$ cat config.mk
export PLATFORM = sky130hd
export DESIGN_NAME = phy_stat_bank
export DESIGN_NICKNAME = d
export VERILOG_FILES = /design/src/rtl/phy_stat_pkg.sv /design/src/rtl/sat_counter.sv /design/src/rtl/led_router.sv /design/src/rtl/phy_stat_bank.sv
export SDC_FILE = /design/constraint.sdc
export NUM_CORES = 1
export LEC_CHECK = 0
export BUFFER_PORTS_ARGS = -buffer_cell sky130_fd_sc_hd__buf_2
export CAP_MARGIN = 15
export CORE_ASPECT_RATIO = 0.7
export CORE_MARGIN = 4
export CORE_UTILIZATION = 30
export CTS_CLUSTER_SIZE = 8
export DETAILED_ROUTE_END_ITERATION = 16
export PLACE_DENSITY_LB_ADDON = 0.25
export SKIP_CTS_REPAIR_TIMING = 1
export SYNTH_ARGS = -nofsm -noshare
export SYNTH_HDL_FRONTEND = slang
export SYNTH_HIERARCHICAL = 1
export SYNTH_SLANG_ARGS = --single-unit
$ cat constraint.sdc
create_clock -name clk -period 2.9 [get_ports clk]
set_input_delay 0.435 -clock clk [delete_from_list [all_inputs] [get_ports clk]]
set_output_delay 0.435 -clock clk [all_outputs]
set_load 0.02 [all_outputs]
$ cat src/rtl/phy_stat_pkg.sv
package phy_stat_pkg;
  localparam int ADDR_W = 5;
  localparam int DATA_W = 16;
  localparam int NUM_CNT = 3;
  localparam logic [ADDR_W-1:0] ADDR_CNT_BASE = 5'd23;
  localparam logic [ADDR_W-1:0] ADDR_SPARE    = 5'd26;
  localparam logic [ADDR_W-1:0] ADDR_LEDSEL   = 5'd27;
  localparam int LEDSEL_W = 3;

  typedef enum logic [LEDSEL_W-1:0] {
    LED_ACT_LINK  = 3'b000,
    LED_SPD_COL   = 3'b001,
    LED_SPD_LINK  = 3'b010,
    LED_ACT_COL   = 3'b011,
    LED_OFF_OFF   = 3'b100,
    LED_OFF_ON    = 3'b101,
    LED_ON_OFF    = 3'b110,
    LED_ON_ON     = 3'b111
  } led_sel_e;
endpackage

$ cat src/rtl/sat_counter.sv
module sat_counter #(
  parameter int W = 16
) (
  input  logic         clk,
  input  logic         rst,
  input  logic         evt,
  input  logic         clr,
  output logic [W-1:0] cnt
);
  localparam logic [W-1:0] MAX = {W{1'b1}};

  always_ff @(posedge clk) begin
    if (rst)
      cnt <= '0;
    else if (clr)
      cnt <= evt ? W'(1) : '0;
    else if (evt && cnt != MAX)
      cnt <= cnt + W'(1);
  end

  assert_inc_R1: assert property (@(posedge clk) disable iff (rst)
    (!clr && evt && cnt != MAX) |=> cnt == $past(cnt) + W'(1));
  assert_idle_R1: assert property (@(posedge clk) disable iff (rst)
    (!clr && !evt) |=> $stable(cnt));
  assert_sat_hold_R2: assert property (@(posedge clk) disable iff (rst)
    (!clr && cnt == MAX) |=> cnt == MAX);
  assert_rd_clear_R3: assert property (@(posedge clk) disable iff (rst)
    (clr && !evt) |=> cnt == '0);
  assert_rd_evt_R5: assert property (@(posedge clk) disable iff (rst)
    (clr && evt) |=> cnt == W'(1));
endmodule

$ cat src/rtl/led_router.sv
module led_router
  import phy_stat_pkg::*;
(
  input  logic [LEDSEL_W-1:0] sel,
  input  logic                activity,
  input  logic                speed,
  input  logic                link,
  input  logic                collision,
  output logic                act,
  output logic                li
);
  always_comb begin
    unique case (led_sel_e'(sel))
      LED_ACT_LINK: begin act = activity; li = link;      end
      LED_SPD_COL:  begin act = speed;    li = collision; end
      LED_SPD_LINK: begin act = speed;    li = link;      end
      LED_ACT_COL:  begin act = activity; li = collision; end
      LED_OFF_OFF:  begin act = 1'b0;     li = 1'b0;      end
      LED_OFF_ON:   begin act = 1'b0;     li = 1'b1;      end
      LED_ON_OFF:   begin act = 1'b1;     li = 1'b0;      end
      default:      begin act = 1'b1;     li = 1'b1;      end
    endcase
  end
endmodule

$ cat src/rtl/phy_stat_bank.sv
module phy_stat_bank
  import phy_stat_pkg::*;
(
  input  logic              clk,
  input  logic              rst,
  input  logic [ADDR_W-1:0] reg_addr,
  input  logic              reg_rd,
  input  logic              reg_wr,
  input  logic [DATA_W-1:0] reg_wdata,
  output logic [DATA_W-1:0] reg_rdata,
  input  logic              evt_fx_eof,
  input  logic              evt_tp_eof,
  input  logic              evt_jabber,
  input  logic              st_activity,
  input  logic              st_speed,
  input  logic              st_link,
  input  logic              st_collision,
  output logic              led_act,
  output logic              led_li
);
  logic [NUM_CNT-1:0] evt_vec;
  logic [NUM_CNT-1:0] clr_vec;
  logic [DATA_W-1:0]  cnt_arr [NUM_CNT];
  logic [DATA_W-1:0]  spare_q;
  logic [LEDSEL_W-1:0] ledsel_q;
  logic [DATA_W-1:0]  rd_mux;

  assign evt_vec = {evt_jabber, evt_tp_eof, evt_fx_eof};

  for (genvar g = 0; g < NUM_CNT; g++) begin : g_cnt
    localparam logic [ADDR_W-1:0] MY_ADDR = ADDR_CNT_BASE + ADDR_W'(g);
    assign clr_vec[g] = reg_rd && (reg_addr == MY_ADDR);
    sat_counter #(.W(DATA_W)) u_cnt (
      .clk (clk),
      .rst (rst),
      .evt (evt_vec[g]),
      .clr (clr_vec[g]),
      .cnt (cnt_arr[g])
    );
  end

  always_ff @(posedge clk) begin
    if (rst) begin
      spare_q  <= '0;
      ledsel_q <= '0;
    end else if (reg_wr) begin
      if (reg_addr == ADDR_SPARE)  spare_q  <= reg_wdata;
      if (reg_addr == ADDR_LEDSEL) ledsel_q <= reg_wdata[LEDSEL_W-1:0];
    end
  end

  always_comb begin
    rd_mux = '0;
    for (int i = 0; i < NUM_CNT; i++)
      if (reg_addr == ADDR_CNT_BASE + ADDR_W'(i)) rd_mux = cnt_arr[i];
    if (reg_addr == ADDR_SPARE)  rd_mux = spare_q;
    if (reg_addr == ADDR_LEDSEL) rd_mux = {{(DATA_W-LEDSEL_W){1'b0}}, ledsel_q};
  end

  always_ff @(posedge clk) begin
    if (rst)         reg_rdata <= '0;
    else if (reg_rd) reg_rdata <= rd_mux;
  end

  led_router u_led (
    .sel       (ledsel_q),
    .activity  (st_activity),
    .speed     (st_speed),
    .link      (st_link),
    .collision (st_collision),
    .act       (led_act),
    .li        (led_li)
  );

  logic addr_impl;
  assign addr_impl = (reg_addr >= ADDR_CNT_BASE) && (reg_addr <= ADDR_LEDSEL);

  assert_unimpl_zero_R9: assert property (@(posedge clk) disable iff (rst)
    (reg_rd && !addr_impl) |=> reg_rdata == '0);
  assert_resv_zero_R7: assert property (@(posedge clk) disable iff (rst)
    (reg_rd && reg_addr == ADDR_LEDSEL) |=> reg_rdata[DATA_W-1:LEDSEL_W] == '0);
  assert_rdata_hold_R11: assert property (@(posedge clk) disable iff (rst)
    !reg_rd |=> $stable(reg_rdata));
  assert_spare_ret_R6: assert property (@(posedge clk) disable iff (rst)
    (reg_rd && reg_addr == ADDR_SPARE) |=> reg_rdata == $past(spare_q));
  assert_led_const_R8: assert property (@(posedge clk) disable iff (rst)
    ledsel_q[2] |-> (led_act == ledsel_q[1] && led_li == ledsel_q[0]));
endmodule

# --- Yosys cells after proc, flatten, opt, wreduce, memory -nomap -nowiden ---
# Index checks and enable logic that the tools add are counted.
totals:
  regBits: 83
  word_cells: 57
  output_inout_bits: 18
  inputBits: 32
op_classes:
  n_mux: 16
  n_addsub: 3
  n_reduce_logical: 18
  n_eq_ne: 14
ops:
  columns: ["cell", "n"]
  rows:
  - ["$mux W16", 11]
  - ["$add A16 B1 Y16 const B", 3]
  - ["$ne A16 B16 Y1 const B", 3]
  - ["$eq A5 B5 Y1 const B", 5]
  - ["$reduce_or A2 Y1", 6]
  - ["$eq A3 B3 Y1 const B", 3]
  - ["$eq A3 B2 Y1 const B", 2]
  - ["$logic_and A1 B1 Y1", 6]
  - ["$pmux W1 S3", 2]
  - ["$reduce_bool A2 Y1", 3]
  - ["$reduce_and A2 Y1", 2]
  - ["$eq A3 B1 Y1 const B", 1]
  - ["$logic_not A3 Y1", 1]
  - ["$mux W1", 3]

# --- Logic depth before layout (Yosys ltp) ---
# Gate-level depths: netlist of the first run.
logic_depth:
  ltp_word: 6
  mapped_depth: 8
  mapped_depth_nobuf: 6

# --- Hierarchy ---
# Netlist of the first run, hierarchy kept.
by_module_without_submodules:
  columns: ["mod", "seq_area_each_um2", "cells_each", "area_each_um2", "n_inst"]
  rows:
  - ["sat_counter", 320.3, 99, 840.8, 3]
  - ["phy_stat_bank", 700.7, 221, 1905.6, 1]
  - ["led_router", 0.0, 8, 57.6, 1]

# --- Least setup slack after synthesis of the first run ---
# No wires, ideal clock.
synth_path:
  kind: "in2reg"
  startpoint: "in reg_addr[2]"
  endpoint: "reg g_cnt[1].u_cnt.cnt[15]"
  path_buffers: 3
  setup_ns: 0.130
  arrival_ns: 2.263
  stages: 8
  setup_slack_ns: 0.507
  path_cell_list: "and3b_1 buf_2 buf_2 nand2_1 nor3_1 or2_2 dlygate4sd3_1 a21oi_1"
synth_via:
  elab_chain_cells: 3
  elab_cells_between_ends: 4
synth_lines:
  columns: ["element", "line_no", "text"]
  rows:
  - ["from (decl)", "phy_stat_bank.sv:6", "input logic [ADDR_W-1:0] reg_addr,"]
  - ["$eq A5 B5 Y1 (*)", "phy_stat_bank.sv:32", "assign clr_vec[g] = reg_rd && (reg_addr == MY_ADDR);"]
  - ["$logic_and A1 B1 Y1 (*)", "phy_stat_bank.sv:32", null]
  - ["named net clr_vec[1]", "phy_stat_bank.sv:22", "logic [NUM_CNT-1:0] clr_vec;"]
  - ["$mux W16 / $reduce_bool A2 Y1 (equally long branches)", null, null]
  - ["to (signal assigned)", "sat_counter.sv:16", "cnt <= evt ? W'(1) : '0;"]
  - ["to (signal assigned)", "sat_counter.sv:18", "cnt <= cnt + W'(1);"]
  - ["to (decl)", "sat_counter.sv:8", "output logic [W-1:0] cnt"]
# The timed path passes the listed nets; every way through them passes the cells marked *.
# A chain may end at the register's enable or synchronous reset.

# --- Worst setup path in the final report of the first run ---
layout_path:
  startpoint: "reg g_cnt[0].u_cnt.cnt[0]"
  endpoint: "reg g_cnt[0].u_cnt.cnt[10]"
layout_via:
  elab_chain_cells: 3
  elab_cells_between_ends: 6
layout_lines:
  columns: ["element", "line_no", "text"]
  rows:
  - ["from (decl)", "sat_counter.sv:8", null]
  - ["from (signal assigned)", "sat_counter.sv:16", null]
  - ["from (signal assigned)", "sat_counter.sv:18", null]
  - ["$add A16 B1 Y16 / $ne A16 B16 Y1 (equally long branches)", "sat_counter.sv:18, sat_counter.sv:17", null]
  - ["$mux W16 / $logic_and A1 B1 Y1 (equally long branches)", "sat_counter.sv:17", "else if (evt && cnt != MAX)"]
  - ["$mux W16 / $reduce_bool A2 Y1 (equally long branches)", null, null]
# Several ways; a longest one is shown, not always the timed one. The select of a mux whose other input is x is not followed.

==> impl_metrics.csv, run 1 <==
group,metric,value,unit
timing,worst_pin_slew,840,ps
yosys,yosysWarnings,6,
final_layout,nets,598,
critical_path,crit_required,3160,ps
placed_design,dpl_cell_area,0.00484,mm2
critical_path,worst-r2r-cell-count,5,
timing,rsz0062_at_grt,"no",
global_routing,track_usage,15.1,%
clock_tree,path_clk_slew,60,ps
clock_tree,cts.sinks,83,
yosys,ys_async_sr_fraction,0,%
floorplan,die_area,0.0170,mm2
critical_path,crit_path_end_kind,"flop",
min_path,worstHoldPathCells,3,
global_routing,grt_start_max_net_pins,40,
min_path,hp-class,"in -> reg",
yosys,syn-num-nets,561,
power_and_ir_drop,power_density,473,mW/mm2
final_layout,num-fill-cells,1535,
route,drt_iter0_drc,441,
global_routing,grt_pass1_wl,20500,um
clock_tree,cts-root-buf,"clkbuf_16",
route,wire_per_inst,16.7,um
yosys,ys_ff_latch,83,
clock_tree,cts_buffers,9,
route,first_pass_iters,6,
critical_path,crit_path_start_kind,"flop",
yosys,avgSynthCellArea,8.53,um2
timing,finalMaxSlewViolations,0,
critical_path,crit_path_top_delay_cell,"or4_1",
global_routing,overflow,0,
final_layout,num_antenna_cells,0,
timing,slew_headroom,43.8,%
final_layout,design_area,0.00512,mm2
placed_design,dp_hpwl,9550,um
critical_path,slowest_delay,510,ps
yosys,syn_inst,526,
timing,finClkSkew,9.57,ps
placed_design,globalplace.congestion,0.830,
yosys,synth_edf_count,0,
critical_path,cp_top_family,"simple AND/OR/NAND/NOR gates",
yosys,synthFlopType,"dfxtp_1",
placed_design,io_buffers,49,
timing,finalCriticalPeriod,2030,ps
floorplan,fp.dieW,154,um
critical_path,crit_chain,"ha_1 > nand2_1 > or3_1 > or4_1 > a21oi_1",
global_routing,grt_pass1_vias,3865,
power_and_ir_drop,leakage,1.80,nW
timing,setup-violations-final,0,
outcome,status,"completed",
clock_tree,htree_levels,3,
critical_path,worst_ep_arrival_time,2290,ps
floorplan,rows,37,
route,drt-total-wl,12700,um
floorplan,initial_core_util,30.6,%
floorplan,pin_count,50,
final_layout,drive_above_1_share,17.6,%
route,final_antenna_net_count,0,
critical_path,worstPathMaxFanout,7,
timing,tns,0,ps
power_and_ir_drop,peakVddDrop,308,uV
floorplan,die_height,110,um
power_and_ir_drop,p_total,2.42,mW
critical_path,cp.depth,5,
critical_path,worst-path-buf-inv,0,
timing,hold_violations,0,
route,routed_via_density,5.58,
timing,worst_hold_slack,339,ps
yosys,syn_area,0.00449,mm2
clock_tree,clock_latency,330,ps
final_layout,syn_to_final_growth,14.2,%
route,drcViolationCount,0,
route,routed-via-count,4252,
placed_design,dp.cells,747,
critical_path,critical_path_class,"reg -> reg",
floorplan,coreArea,0.0147,mm2
final_layout,instances_no_fill,762,
timing,fmax,493,MHz
clock_tree,clockBufferDepth,2,
yosys,synthTopCellsByArea,"dfxtp_1 37%, mux2i_1 5.6%, a21oi_1 5.1%",
global_routing,grt_antenna_before_repair,0,
yosys,yosys.area.top_type,"dfxtp_1",
yosys,synth_cell_type_count,51,
clock_tree,cts_tree,"yes",
run,maxCapViolations,0,
yosys,netlist.area_leader.share,37.0,%
yosys,ys_seq_area_share,37.0,%
timing,fin_crit_sh,69.9,%
## power breakdown
part | switching (mW) | leakage, nW | total (mW) | internal, mW
Clock | 0.437 | 0.141 | 1.08 | 0.643
Sequential | 0.0134 | 0.670 | 1.17 | 1.15
Combinational | 0.112 | 0.986 | 0.174 | 0.0619
## cell usage after synthesis, types with 4 or more instances
cell type,number
a21oi_1,46
o211a_1,6
or4_1,18
nand3_1,29
clkbuf_1,10
a22oi_1,13
nor3_1,29
nand2b_1,16
inv_1,15
nor4_1,9
o21ai_0,18
or3_1,9
mux2i_1,25
o31ai_1,23
nor2_1,45
nand4_1,12
o31ai_2,9
dfxtp_1,83
or2_2,4
buf_2,9
nand2_1,33
## cells by family after synthesis
family | Yosys count | synth area share (%)
flops | 83 | 37.0
buf+inv | 46 | 5.55
fa+ha+maj | 3 | 0.837
mux | 28 | 6.42
compound gates | 139 | 21.4
simple gates | 227 | 28.7
## cell usage in the layout, fill, tap and decap left out, types with 4 or more instances in the layout
| master | instances |
|---|---|
| o211a_1 | 6 |
| or3_1 | 9 |
| dfxtp_1 | 83 |
| nor4_1 | 9 |
| o31ai_1 | 23 |
| inv_1 | 15 |
| nor2_1 | 45 |
| clkbuf_16 | 9 |
| or4_1 | 18 |
| nor3_1 | 29 |
| buf_2 | 49 |
| buf_4 | 8 |
| nand3_1 | 29 |
| nand4_1 | 12 |
| or2_2 | 4 |
| a21oi_1 | 46 |
| nand2_1 | 33 |
| o31ai_2 | 9 |
| o21ai_0 | 18 |
| mux2i_1 | 25 |
| nand2b_1 | 16 |
| a22oi_1 | 13 |
## flip-flops by register name, summed over array words and instances (netlist names)
name	flops
g_cnt.u_cnt/cnt	48
spare_q	16
ledsel_q	3
reg_rdata	16
## worst register-to-register path, stage by stage (launching register included)
cell and delay [ps]:
dfxtp_1 430, ha_1 240, nand2_1 160, or3_1 480, or4_1 510, a21oi_1 150
## path summary, 6_finish.rpt
| kind | start | slack, ps | to |
|---|---|---|---|
| worst max-delay path | g_cnt[0].u_cnt/cnt[0] | 870 | g_cnt[0].u_cnt/cnt[10] |
| worst min-delay path | reg_wdata[11] | 340 | spare_q[11] |
| worst max register to register | g_cnt[0].u_cnt/cnt[0] | 870 | g_cnt[0].u_cnt/cnt[10] |
| worst min register to register | reg_rdata[11] | 460 | reg_rdata[11] |
## per-layer routing
layer	GRT usage (%)	share of wire (%)	vias to the layer above	routed length, um
li1	-	-	2073	-
met5	0	0	-	0
met4	4.16	1.2	0	158
met1	22.9	51	2021	6500
met3	3.08	5.8	12	744
met2	21.6	42	146	5340
## through the flow
| step | utilization [%] | worst slack [ps] |
|---|---|---|
| 6_report | 34.9 | 873 |
| 5_1_grt | 34.9 | 715 |
| 4_1_cts | 34.9 | 889 |
| 3_5_place_dp | 33.0 | 784 |
| 3_3_place_gp | 33.0 | 834 |
| 2_1_floorplan | - | 507 |
## final cells by class
cell class / instances / area [um2] / area share, %
Clock buffer: 13 / 270 / 5.28
Clock inverter: 2 / 10.0 / 0.195
Inverter: 15 / 56.3 / 1.10
Multi-Input combinational cell: 397 / 2570 / 50.3
Sequential cell: 83 / 1660 / 32.4
Tap cell: 195 / 244 / 4.76
Timing Repair Buffer: 57 / 305 / 5.96
(Power assumes the default switching activity.)
==> inputs of run 2 (changes only) <==
ABC_AREA = 1   (was default)
clock period = 2.1 ns   (was 2.9 ns; I/O delays follow)
==> run 2 against run 1 <==
Compared with the run above: synthesized cell count is 56% higher; clock power is 54% higher; die area is 14% higher; sequential cell count stayed put; clock-buffer cell count is 4 lower; cell count is 47% higher; critical endpoint is now g_cnt[1].u_cnt/cnt[0].
==> impl_metrics.csv, run 2 <==
group,metric,value,unit
clock_tree,clock_latency,340,ps
final_layout,drive_above_1_share,16.6,%
clock_tree,cts-root-buf,"clkbuf_16",
yosys,avgSynthCellArea,6.28,um2
power_and_ir_drop,power_density,608,mW/mm2
final_layout,design_area,0.00610,mm2
floorplan,die_height,118,um
clock_tree,cts_tree,"yes",
yosys,synthTopCellsByArea,"dfxtp_1 32%, nand2_1 17%, nand3_1 8.5%",
final_layout,num_antenna_cells,0,
critical_path,worst-r2r-cell-count,8,
timing,finClkSkew,6.05,ps
placed_design,dp.cells,1103,
critical_path,worst_ep_arrival_time,1970,ps
route,first_pass_iters,4,
yosys,yosysWarnings,6,
final_layout,top_regs,"g_cnt.u_cnt/cnt: 48 flops, reg_rdata: 16 flops, spare_q: 16 flops",
global_routing,overflow,0,
timing,worst_hold_slack,225,ps
yosys,yosys.area.top_type,"dfxtp_1",
critical_path,crit_required,2380,ps
run,maxCapViolations,0,
power_and_ir_drop,peakVddDrop,339,uV
timing,worst_pin_slew,559,ps
floorplan,initial_core_util,31.1,%
clock_tree,clockBufferDepth,2,
clock_tree,path_clk_slew,70,ps
global_routing,grt_pass1_wl,25200,um
yosys,ys_ff_latch,83,
yosys,ys_top_cells_by_count,"228 x nand2_1, 107 x nor2_1, 92 x inv_1, 87 x nand3_1, 83 x dfxtp_1",
timing,finalMaxSlewViolations,0,
yosys,synth_cell_type_count,25,
global_routing,track_usage,16.2,%
yosys,syn_inst,820,
final_layout,final_cell_mix,"228 x nand2_1, 104 x nor2_1, 92 x inv_1",
critical_path,worstPathMaxFanout,8,
timing,tns,0,ps
placed_design,io_buffers,49,
timing,fin_crit_sh,80.8,%
yosys,ys_async_sr_fraction,0,%
final_layout,regMostFlops,"g_cnt.u_cnt/cnt",
global_routing,grt_start_max_net_pins,35,
final_layout,layout_commonest_cell,"nand2_1",
placed_design,dp_hpwl,11500,um
route,wire_per_inst,13.7,um
final_layout,nets,924,
route,routed_via_density,4.65,
floorplan,fp.dieW,165,um
clock_tree,cts_buffers,9,
final_layout,final_util,36.8,%
timing,slew_headroom,62.7,%
yosys,netlist.area_leader.share,32.2,%
timing,setup-violations-final,0,
min_path,worstHoldPathCells,3,
clock_tree,cts.sinks,83,
yosys,syn-num-nets,855,
yosys,ys_seq_area_share,32.2,%
placed_design,globalplace.congestion,0.877,
route,routed-via-count,5201,
global_routing,grt_antenna_before_repair,1,
route,drt-total-wl,15300,um
critical_path,crit_path_end_kind,"flop",
critical_path,critical_path_class,"reg -> reg",
yosys,synthFlopType,"dfxtp_1",
floorplan,die_area,0.0194,mm2
timing,finalCriticalPeriod,1700,ps
yosys,syn_area,0.00515,mm2
final_layout,syn_to_final_growth,18.4,%
final_layout,instances_no_fill,1119,
final_layout,largest_reg_flops,48,
placed_design,dpl_cell_area,0.00579,mm2
clock_tree,htree_levels,3,
floorplan,coreArea,0.0166,mm2
timing,rsz0062_at_grt,"no",
yosys,synth_most_common_cell,"nand2_1",
route,drcViolationCount,0,
timing,hold_violations,0,
timing,fmax,589,MHz
power_and_ir_drop,leakage,2.63,nW
floorplan,rows,39,
timing,worst_slack,402,ps
route,drt_iter0_drc,464,
global_routing,grt_pass1_vias,4702,
power_and_ir_drop,p_total,3.71,mW
outcome,status,"completed",
yosys,synth_edf_count,0,
placed_design,pre_cts_ws,132,ps
route,final_antenna_net_count,0,
critical_path,crit_path_start_kind,"flop",
min_path,hp-class,"in -> reg",
floorplan,pin_count,50,
==> run 2: cell types whose count changed after synthesis, sizes merged, moves of 12 or more <==
cell	previous run	this run
xor2	0	12
nand2b	16	0
a21oi	46	75
nand2	33	246
mux2i	25	0
inv	15	95
or4	21	0
a22oi	13	0
nand4	15	29
o31ai	32	0
nor3	30	4
nand3	29	89
nor2	45	122
or3	12	0
==> run 2: critical path: stages, from the launching register on <==
cell	delay, ps
dfxtp_1	410
ha_1	220
nand2_2	70
nor2_4	120
nand2_4	90
o21ai_4	310
buf_4	190
nand3_1	60
a21oi_1	170
==> run 2: area by class of cell <==
| class | count | area, um2 |
|---|---|---|
| fillers | 1815 | 10500 |
| clock inverters | 7 | 81.3 |
| well taps | 225 | 282 |
| repair buffers | 88 | 538 |
| multi-input cells | 612 | 2960 |
| flip-flops and latches | 83 | 1660 |
| clock buffers | 9 | 225 |
| inverters | 95 | 357 |
==> run 2: cells by family after synthesis <==
group / share of synthesized area (%)
fa+ha+maj: 0.729
simple gates: 43.2
compound gates: 11.3
xor+xnor: 2.04
flops: 32.2
buf+inv: 10.5
==> run 2: worst paths after layout <==
check	start	to	slack [ps]
setup / recovery	g_cnt[1].u_cnt/cnt[1]	g_cnt[1].u_cnt/cnt[0]	400
hold / removal	reg_wdata[2]	ledsel_q[2]	230
setup reg to reg	g_cnt[1].u_cnt/cnt[1]	g_cnt[1].u_cnt/cnt[0]	400
hold reg to reg	reg_rdata[11]	reg_rdata[11]	460
==> run 2: metal layers <==
layer  vias to the layer above  routed length (um)  GRT usage [%]
met5                         -                  20              0
met4                         2                 114           2.96
met3                        13                1010           3.19
met2                       135                5580           20.2
met1                      2274                8610           27.5
li1                       2777                   -              -
==> run 2: power by group <==
part | total, mW | internal [mW] | switching, mW | leakage, nW
Sequential | 1.64 | 1.61 | 0.0327 | 0.673
Clock | 1.66 | 0.941 | 0.722 | 0.147
Combinational | 0.400 | 0.140 | 0.261 | 1.81
Total | 3.71 | 2.69 | 1.02 | 2.63
==> inputs of run 3 (changes only) <==
ABC_AREA = 0   (was 1)
clock period = 1.75 ns   (was 2.1 ns; I/O delays follow)
==> run 3 against run 2 <==
Compared with the run above: die area decreased by 12%; largest cell class unchanged; worst hold slack got worse by 64 ps; highest routed layer is now met4; register-to-register slack lost 340 ps.
==> impl_metrics.csv, run 3 (synthesized netlist as in run 1, its figures left out) <==
group,metric,value,unit
placed_design,io_buffers,49,
route,routed_via_density,5.40,
clock_tree,cts_tree,"yes",
route,first_pass_iters,5,
final_layout,num-fill-cells,1444,
global_routing,track_usage,16.4,%
floorplan,rows,37,
final_layout,final_util,39.9,%
clock_tree,cts.sinks,83,
critical_path,crit_path_end_kind,"flop",
power_and_ir_drop,intPower,3.02,mW
route,routed-via-count,4518,
floorplan,fp.dieW,154,um
timing,setup-violations-final,0,
final_layout,top_regs,"g_cnt.u_cnt/cnt: 48 flops, reg_rdata: 16 flops, spare_q: 16 flops",
power_and_ir_drop,peakVddDrop,430,uV
global_routing,grt_antenna_before_repair,0,
clock_tree,cts_buffers,9,
min_path,worstHoldPathCells,3,
clock_tree,cts-root-buf,"clkbuf_16",
power_and_ir_drop,p_seq_share,48.4,%
final_layout,final_cell_mix,"83 x buf_4, 75 x dfxtp_1, 49 x buf_2",
final_layout,nets,675,
timing,finClkSkew,6.18,ps
outcome,status,"completed",
timing,finalCriticalPeriod,1680,ps
final_layout,regMostFlops,"g_cnt.u_cnt/cnt",
route,drcViolationCount,0,
timing,worst_pin_slew,893,ps
global_routing,overflow,0,
critical_path,worst_ep_arrival_time,1940,ps
run,maxCapViolations,0,
timing,slew_headroom,40.3,%
power_and_ir_drop,leakage,2.18,nW
global_routing,grt_pass1_wl,22500,um
critical_path,worst-r2r-cell-count,4,
timing,fmax,594,MHz
clock_tree,clock_latency,340,ps
placed_design,dp.cells,824,
critical_path,worstPathMaxFanout,5,
power_and_ir_drop,switching_share,24.3,%
clock_tree,clockBufferDepth,2,
global_routing,grt_pass1_vias,4318,
floorplan,pin_count,50,
critical_path,crit_required,2010,ps
critical_path,crit_path_start_kind,"flop",
timing,rsz0062_at_grt,"no",
final_layout,syn_to_final_growth,30.5,%
final_layout,num_antenna_cells,0,
route,drt-total-wl,13700,um
min_path,hp-class,"in -> reg",
power_and_ir_drop,pwr-share-clk,43.0,%
route,wire_per_inst,16.4,um
power_and_ir_drop,netSwitchingPower,0.970,mW
timing,hold_violations,0,
clock_tree,htree_levels,3,
timing,finalMaxSlewViolations,0,
timing,fin_crit_sh,96.2,%
final_layout,layout_commonest_cell,"buf_4",
placed_design,globalplace.congestion,0.914,
power_and_ir_drop,power_density,682,mW/mm2
global_routing,grt_start_max_net_pins,29,
floorplan,coreArea,0.0147,mm2
final_layout,drive_above_1_share,31.5,%
power_and_ir_drop,combPwrFrac,8.6,%
placed_design,dp_hpwl,10500,um
route,drt_iter0_drc,434,
route,final_antenna_net_count,0,
timing,tns,0,ps
final_layout,largest_reg_flops,48,
final_layout,instances_no_fill,837,
power_and_ir_drop,p_total,3.99,mW
floorplan,die_height,110,um
floorplan,initial_core_util,30.6,%
critical_path,critical_path_class,"reg -> reg",
clock_tree,path_clk_slew,60,ps
floorplan,die_area,0.0170,mm2
==> run 3: path summary, 6_finish.rpt <==
check,from,end,slack [ps]
setup / recovery,g_cnt[0].u_cnt/cnt[3],g_cnt[0].u_cnt/cnt[8],70
setup reg to reg,g_cnt[0].u_cnt/cnt[3],g_cnt[0].u_cnt/cnt[8],70
hold reg to reg,reg_rdata[15],reg_rdata[15],460
hold / removal,reg_wdata[7],spare_q[7],160
==> run 3: worst max-delay path, stage by stage, from the launching register on <==
cell and delay (ps):
dfxtp_1 380, nand4_4 160, or3_4 410, or4_1 480
a21oi_1 180
==> run 3: routing by layer <==
layer / share of wire (%) / vias to the layer above / GRT usage [%] / wire (um)
li1: - / 2219 / - / -
met1: 50 / 2131 / 24.5 / 6880
met2: 42 / 154 / 23.7 / 5780
met3: 6.0 / 14 / 3.00 / 824
met4: 1.7 / 0 / 5.10 / 232
met5: 0 / - / 0 / 0
==> run 3: cell type report <==
| class | instances | area (um2) | share of cell area (%) |
|---|---|---|---|
| clock buffers | 11 | 243 | 4.15 |
| clock inverters | 2 | 15.0 | 0.257 |
| inverters | 15 | 56.3 | 0.962 |
| flip-flops and latches | 83 | 1670 | 28.6 |
| repair buffers | 134 | 908 | 15.5 |
| well taps | 195 | 244 | 4.17 |
| multi-input cells | 397 | 2710 | 46.3 |
==> run 3: metrics by stage <==
stage,cell area (um2),hold WS [ps],worst slack (ps)
2_1_floorplan,4490,341,5.64
3_3_place_gp,5450,440,-19.7
3_5_place_dp,5450,448,-22.4
4_1_cts,5710,153,-28.6
5_1_grt,5850,175,2.60
6_report,5850,161,65.9
==> run 3: power groups by stage <==
stage | logic [mW] | clock network [mW] | registers [mW]
final | 0.346 | 1.72 | 1.93
after global placement | 0.323 | 0 | 1.97
after detailed placement | 0.331 | 0 | 1.97
after CTS | 0.331 | 1.77 | 1.93
after floorplan | 0.178 | 0 | 1.98
after global routing | 0.381 | 1.84 | 1.93
